===== config.mk =====
export PLATFORM = sky130hd
export DESIGN_NAME = hsu_regfront
export DESIGN_NICKNAME = d
export VERILOG_FILES = /design/src/rtl/hsu_pkg.sv /design/src/rtl/hsu_addr_dec.sv /design/src/rtl/hsu_stat_latch.sv /design/src/rtl/hsu_cfg_regs.sv /design/src/rtl/hsu_regfront.sv
export SDC_FILE = /design/constraint.sdc
export NUM_CORES = 1
export LEC_CHECK = 0
export CAP_MARGIN = 20
export CORE_AREA = 4 4 70 104
export DETAILED_ROUTE_END_ITERATION = 7
export DIE_AREA = 0 0 74 108
export GPL_TIMING_DRIVEN = 0
export PLACE_DENSITY = 0.86
export SLEW_MARGIN = 20
export SYNTH_ARGS = -nofsm -noshare
export SYNTH_HDL_FRONTEND = slang
export SYNTH_SLANG_ARGS = --single-unit

===== constraint.sdc =====
create_clock -name clk -period 1.8 [get_ports clk]
set_clock_uncertainty 0.15 [all_clocks]
set_input_delay 0.36 -clock clk [delete_from_list [all_inputs] [get_ports clk]]
set_output_delay 0.36 -clock clk [all_outputs]
set_load 0.01 [all_outputs]

===== src/rtl/hsu_pkg.sv =====
package hsu_pkg;
   // word indices of the register map (byte offset / 4)
   localparam int WIDX_DATA = 0;
   localparam int WIDX_LVL  = 1;
   localparam int WIDX_STAT = 2;
   localparam int WIDX_CTRL = 3;
   localparam int WIDX_RATE = 4;

   localparam int NCAUSE = 7;

   // status bit positions
   localparam int ST_TXREQ  = 0;
   localparam int ST_RXTRIG = 1;
   localparam int ST_RXTMO  = 2;
   localparam int ST_FRAME  = 3;
   localparam int ST_BRK    = 4;
   localparam int ST_OVR    = 5;
   localparam int ST_TXSET  = 6;

   // which causes are latched (1) or follow their input level (0)
   localparam logic [NCAUSE-1:0] CAUSE_STICKY = 7'b111_1001;

   // control bit positions
   localparam int CB_TXEN  = 5;
   localparam int CB_RXEN  = 6;
   localparam int CB_ERREN = 7;
   localparam int CB_BRK   = 8;

   typedef enum logic [2:0] {
      SEL_NONE,
      SEL_DATA,
      SEL_LVL,
      SEL_STAT,
      SEL_CTRL,
      SEL_RATE
   } reg_sel_e;
endpackage


===== src/rtl/hsu_addr_dec.sv =====
module hsu_addr_dec
   import hsu_pkg::*;
#(
   parameter int ADDR_W = 5
) (
   input  logic [ADDR_W-1:0] addr,
   output reg_sel_e          sel
);
   localparam int IDX_W = ADDR_W - 2;

   logic [IDX_W-1:0] widx;
   logic             unused_lsb;

   assign widx       = addr[ADDR_W-1:2];
   assign unused_lsb = ^addr[1:0];

   always_comb begin
      sel = SEL_NONE;
      if (widx == IDX_W'(WIDX_DATA))      sel = SEL_DATA;
      else if (widx == IDX_W'(WIDX_LVL))  sel = SEL_LVL;
      else if (widx == IDX_W'(WIDX_STAT)) sel = SEL_STAT;
      else if (widx == IDX_W'(WIDX_CTRL)) sel = SEL_CTRL;
      else if (widx == IDX_W'(WIDX_RATE)) sel = SEL_RATE;
   end
endmodule


===== src/rtl/hsu_stat_latch.sv =====
module hsu_stat_latch #(
   parameter int           N      = 7,
   parameter logic [N-1:0] STICKY = '1
) (
   input  logic         clk,
   input  logic         rst_n,
   input  logic [N-1:0] evt,
   input  logic [N-1:0] clr,
   output logic [N-1:0] st
);
   for (genvar i = 0; i < N; i++) begin : g_bit
      if (STICKY[i]) begin : g_sticky
         logic q;
         always_ff @(posedge clk or negedge rst_n) begin
            if (!rst_n) q <= 1'b0;
            else        q <= (q & ~clr[i]) | evt[i];   // set beats clear
         end
         assign st[i] = q;
      end else begin : g_level
         logic unused_clr;
         assign unused_clr = clr[i];
         assign st[i]      = evt[i];
      end
   end
endmodule


===== src/rtl/hsu_cfg_regs.sv =====
module hsu_cfg_regs #(
   parameter int CTRL_W   = 22,
   parameter int RATE_W   = 8,
   parameter int RATE_RST = 255
) (
   input  logic              clk,
   input  logic              rst_n,
   input  logic              wr_ctrl,
   input  logic              wr_rate,
   input  logic [31:0]       wdata,
   output logic [CTRL_W-1:0] ctrl_q,
   output logic [RATE_W-1:0] rate_q
);
   localparam int USE_W = (CTRL_W > RATE_W) ? CTRL_W : RATE_W;

   if (USE_W < 32) begin : g_pad
      logic unused_hi;
      assign unused_hi = ^wdata[31:USE_W];
   end

   always_ff @(posedge clk or negedge rst_n) begin
      if (!rst_n)       ctrl_q <= '0;
      else if (wr_ctrl) ctrl_q <= wdata[CTRL_W-1:0];
   end

   always_ff @(posedge clk or negedge rst_n) begin
      if (!rst_n)       rate_q <= RATE_W'(RATE_RST);
      else if (wr_rate) rate_q <= wdata[RATE_W-1:0];
   end
endmodule


===== src/rtl/hsu_regfront.sv =====
module hsu_regfront
   import hsu_pkg::*;
#(
   parameter int ADDR_W   = 5,
   parameter int LVL_W    = 8,
   parameter int CTRL_W   = 22,
   parameter int RATE_W   = 8,
   parameter int RATE_RST = 255
) (
   input  logic              clk,
   input  logic              rst_n,
   input  logic              bus_sel,
   input  logic              bus_wr,
   input  logic [ADDR_W-1:0] bus_addr,
   input  logic [31:0]       bus_wdata,
   output logic [31:0]       bus_rdata,
   input  logic [7:0]        rxf_data,
   input  logic              rxf_frame_err,
   input  logic              rxf_break,
   input  logic [LVL_W-1:0]  rxf_level,
   output logic              rxf_pop,
   input  logic [LVL_W-1:0]  txf_level,
   output logic              txf_push,
   output logic [7:0]        txf_byte,
   input  logic [NCAUSE-1:0] evt,
   output logic [CTRL_W-1:0] cfg_ctrl,
   output logic [RATE_W-1:0] cfg_rate,
   output logic              tx_break,
   output logic              irq
);
   if (ADDR_W < 5) begin : g_bad_addr
      $error("hsu_regfront: ADDR_W must cover five word registers");
   end
   if (LVL_W < 1 || LVL_W > 8) begin : g_bad_lvl
      $error("hsu_regfront: LVL_W must be 1..8");
   end
   if (CTRL_W < CB_BRK + 1 || CTRL_W > 32) begin : g_bad_ctrl
      $error("hsu_regfront: CTRL_W must hold the break bit");
   end
   if (RATE_W < 1 || RATE_W > 32) begin : g_bad_rate
      $error("hsu_regfront: RATE_W out of range");
   end

   reg_sel_e          sel;
   logic              acc_rd, acc_wr;
   logic              stat_wr, ctrl_wr, rate_wr;
   logic [NCAUSE-1:0] st_q;
   logic [NCAUSE-1:0] st_clr;
   logic              rx_empty;
   logic [31:0]       data_word;

   hsu_addr_dec #(.ADDR_W(ADDR_W)) u_dec (
      .addr (bus_addr),
      .sel  (sel)
   );

   assign acc_rd  = bus_sel & ~bus_wr;
   assign acc_wr  = bus_sel &  bus_wr;
   assign stat_wr = acc_wr & (sel == SEL_STAT);
   assign ctrl_wr = acc_wr & (sel == SEL_CTRL);
   assign rate_wr = acc_wr & (sel == SEL_RATE);
   assign st_clr  = stat_wr ? bus_wdata[NCAUSE-1:0] : '0;

   hsu_stat_latch #(.N(NCAUSE), .STICKY(CAUSE_STICKY)) u_stat (
      .clk   (clk),
      .rst_n (rst_n),
      .evt   (evt),
      .clr   (st_clr),
      .st    (st_q)
   );

   hsu_cfg_regs #(.CTRL_W(CTRL_W), .RATE_W(RATE_W), .RATE_RST(RATE_RST)) u_cfg (
      .clk     (clk),
      .rst_n   (rst_n),
      .wr_ctrl (ctrl_wr),
      .wr_rate (rate_wr),
      .wdata   (bus_wdata),
      .ctrl_q  (cfg_ctrl),
      .rate_q  (cfg_rate)
   );

   // receive and transmit FIFO strobes
   assign rx_empty = (rxf_level == '0);
   assign rxf_pop  = acc_rd & (sel == SEL_DATA) & ~rx_empty;
   assign txf_push = acc_wr & (sel == SEL_DATA);
   assign txf_byte = bus_wdata[7:0];
   assign tx_break = cfg_ctrl[CB_BRK];

   always_comb begin
      data_word = 32'h100;
      if (!rx_empty) begin
         data_word        = '0;
         data_word[7:0]   = rxf_data;
         data_word[9]     = rxf_frame_err;
         data_word[10]    = rxf_break;
      end
   end

   always_comb begin
      bus_rdata = '0;
      case (sel)
         SEL_DATA: bus_rdata = data_word;
         SEL_LVL:  bus_rdata = {16'h0, 8'(txf_level), 8'(rxf_level)};
         SEL_STAT: bus_rdata = 32'(st_q);
         SEL_CTRL: bus_rdata = 32'(cfg_ctrl);
         SEL_RATE: bus_rdata = 32'(cfg_rate);
         default:  bus_rdata = '0;
      endcase
   end

   assign irq = (st_q[ST_TXREQ] & cfg_ctrl[CB_TXEN])
              | ((st_q[ST_RXTRIG] | st_q[ST_RXTMO]) & cfg_ctrl[CB_RXEN])
              | ((st_q[ST_FRAME] | st_q[ST_BRK] | st_q[ST_OVR]) & cfg_ctrl[CB_ERREN]);
endmodule


==> summary.txt <==
Primary FF master, synth: dfrtp_1
Clk slew on worst S/H paths: 80 ps
Slew Viols, Final: 0
Leak Pwr: 1.95 nW
Vias in the first global route: 2301
CP startpoint kind: input pin
Final number of setup-violating endpoints: 12
#FFs+latches synth: 35
Crit Path Category: input pin to output port
Synth warn: 0
Die outline height: 108 µm
Unrepaired setup endpoints after global routing: yes
Cells after DPL: 403
IO Pins: 148
Post-DP HPWL: 5.90 mm
Via-to-Cell Ratio: 5.13
Setup TNS: -1790 ps
Worst EP arrival: 1500 ps
P&R area growth vs syn: 82.6%
Clk_lat worst skew: 290 ps
Post-layout min period: 2010 ps
Internal: 2.33 mW
Worst path slowest cell: a2111o_1
Crit path buffers/inverters: 3
Final setup margin: -205 ps
TritonCTS clock tree: yes
Mapped Area: 2230 µm²
Global route total overflow: 0
Row count: 36
Sequential area share after synthesis: 0.397
Share of cells above drive strength 1: 0.448
ANT cells: 0
Req. time, crit path: 1290 ps
Most common cell after layout, fill and taps aside: clkdlybuf4s50_1
Initial antenna violation count: 0
Failing checks: negative setup slack
H-Tree Depth: 2
Initial core utilization: 0.347
Num CTS Buffers: 5
Port-buffer cells: 124
CTS sink cnt: 35
Clk buf depth: 2
Fmax: 499 MHz
Crit share post-route: 1.11
Most frequent cells in the layout: clkdlybuf4s50_1, buf_4, mux2_4, dfrtp_1, buf_2
Clock power frac: 0.266
Root buf cell: clkbuf_8
Max IR drop VDD: 620 µV
Number of remaining DRC errors: 0
Hold-critical path depth: 2
Largest net degree at the start of global routing: 21
Max-cap violation count: 0
Combinational Power Share: 0.389
Critical path's most frequent cell: buf_6
Switching power: 0.920 mW
Final non-filler cell total: 424
Final hold vios: 0
Crit path depth: 6
Final WL: 8.20 mm
Pre-antenna DRT Iters: 5
Share of flip-flops with an asynchronous set or reset: 1.00
Worst path cell trace: buf_6 > nor4_4 > a2111o_1 > buf_6 > nor3b_2 > buf_2
Overall global routing resource usage: 0.201
Post-synth cell types: 34
CP Capture Type: output port
DR iter-0 viols: 107
WL per Instance: 19.3 µm
Setup WS pre-CTS: -1270 ps
Mean post-synth cell area: 11.6 µm²
Crit path max-delay family: compound AO/OA/AOI/OAI gates
Die W: 74 µm
Placer congestion estimate: 0.819
P per Cell Area: 796 nW/µm²
Critical path's largest stage delay: 480 ps
Status: complete, but fails checks
Mapped Cells: 193
Reg power frac: 0.345
Core footprint: 6440 µm²
Post-layout util: 0.633
Worst reg2reg path depth: 2
First-pass GRT wire length: 12.1 mm
Hold WC Path Type: input pin to flip-flop
Crit-path max FO: 5
Nets: 421
Die ar.: 7990 µm²
Vias: 2177
Post-route ant nets: 0
Post-synth EDFFs: 0
Net Sw Frac: 0.283
==> area by class of cell <==
cell class	instances	area, µm²
Sequential cell	35	887
Fill cell	478	2360
Clock inverter	3	67.6
Multi-Input combinational cell	124	1230
Clock buffer	5	68.8
Tap cell	76	95.1
Timing Repair Buffer	141	1380
Buffer	30	313
Inverter	10	37.5
==> layer usage <==
| layer | share of wire | vias up | track usage |
|---|---|---|---|
| met5 | 0 | - | 0 |
| met4 | 0.022 | 0 | 0.0648 |
| met3 | 0.089 | 15 | 0.0595 |
| met2 | 0.55 | 115 | 0.381 |
| met1 | 0.34 | 1078 | 0.202 |
| li1 | - | 969 | - |
==> path summary, 6_finish.rpt <==
kind                                             from                          to  slack, ps
min reg2reg                u_stat.g_bit[6].g_sticky.q  u_stat.g_bit[6].g_sticky.q        340
min in group asynchronous                       rst_n             u_cfg.ctrl_q[2]        400
max                                      rxf_level[1]                     rxf_pop       -210
max reg2reg                           u_cfg.ctrl_q[8]             u_cfg.ctrl_q[8]        730
min                                      bus_wdata[2]             u_cfg.rate_q[2]        260
max in group asynchronous                       rst_n             u_cfg.rate_q[4]        550
==> registers in the layout, summed over array words and instances (netlist names) <==
name	cells
u_cfg.rate_q	8
u_cfg.ctrl_q	22
u_stat.g_bit.g_sticky.q	5
==> through the flow <==
stage / power (mW) / instance area [µm²] / hold slack (ps)
3_5_place_dp: 2.35 / 3630 / 171
4_1_cts: 3.25 / 4030 / 322
5_1_grt: 3.39 / 4080 / 257
3_3_place_gp: 2.31 / 3610 / 303
2_1_floorplan: 1.63 / 2270 / -85.6
6_report: 3.25 / 4080 / 260
==> kinds of logic (layout without fill, tap and decap cells) <==
kind of cell | Yosys count | in the layout | share of synthesized area
mux | 46 | 46 | 0.275
buf+inv | 43 | 189 | 0.134
simple gates | 42 | 42 | 0.101
flops | 35 | 35 | 0.397
compound gates | 26 | 26 | 0.0919
other cells | 1 | 10 | 0.00168
==> timing repair <==
item | in CTS | in global routing
hold buffers | 1 | 0
pin swaps | 12 | 8
setup buffers | 11 | 1
cloned | 3 | 0
endpoints found under the hold margin | 11 | 0
endpoints found under the setup margin | 79 | 32
gates resized for setup | 220 | 20
==> power by group through the flow <==
stage / Combinational, mW / Clock [mW] / Sequential (mW)
after floorplan: 0.458 / 0 / 1.18
after global placement: 1.18 / 0 / 1.13
after detailed placement: 1.21 / 0 / 1.14
after CTS: 1.26 / 0.870 / 1.12
after global routing: 1.34 / 0.915 / 1.14
final: 1.26 / 0.865 / 1.12
==> synthesized netlist by cell type (2+ instances only) <==
master,n,share of area
nor2b_1,2,0.0056
buf_2,3,0.0067
a21o_1,5,0.017
nand3_1,6,0.013
buf_12,2,0.018
and3_1,6,0.017
dfrtp_1,27,0.30
buf_6,4,0.020
mux2_2,10,0.050
mux2_4,28,0.19
o22ai_1,2,0.0056
nor4_1,3,0.0084
nor2_1,7,0.012
a22oi_1,7,0.024
dfstp_2,8,0.094
clkbuf_1,4,0.0067
inv_1,10,0.017
nor3b_1,2,0.0067
mux2i_1,8,0.036
o221ai_1,8,0.031
nand2_1,10,0.017
buf_4,19,0.064
Power figures use the tool's default switching activity.
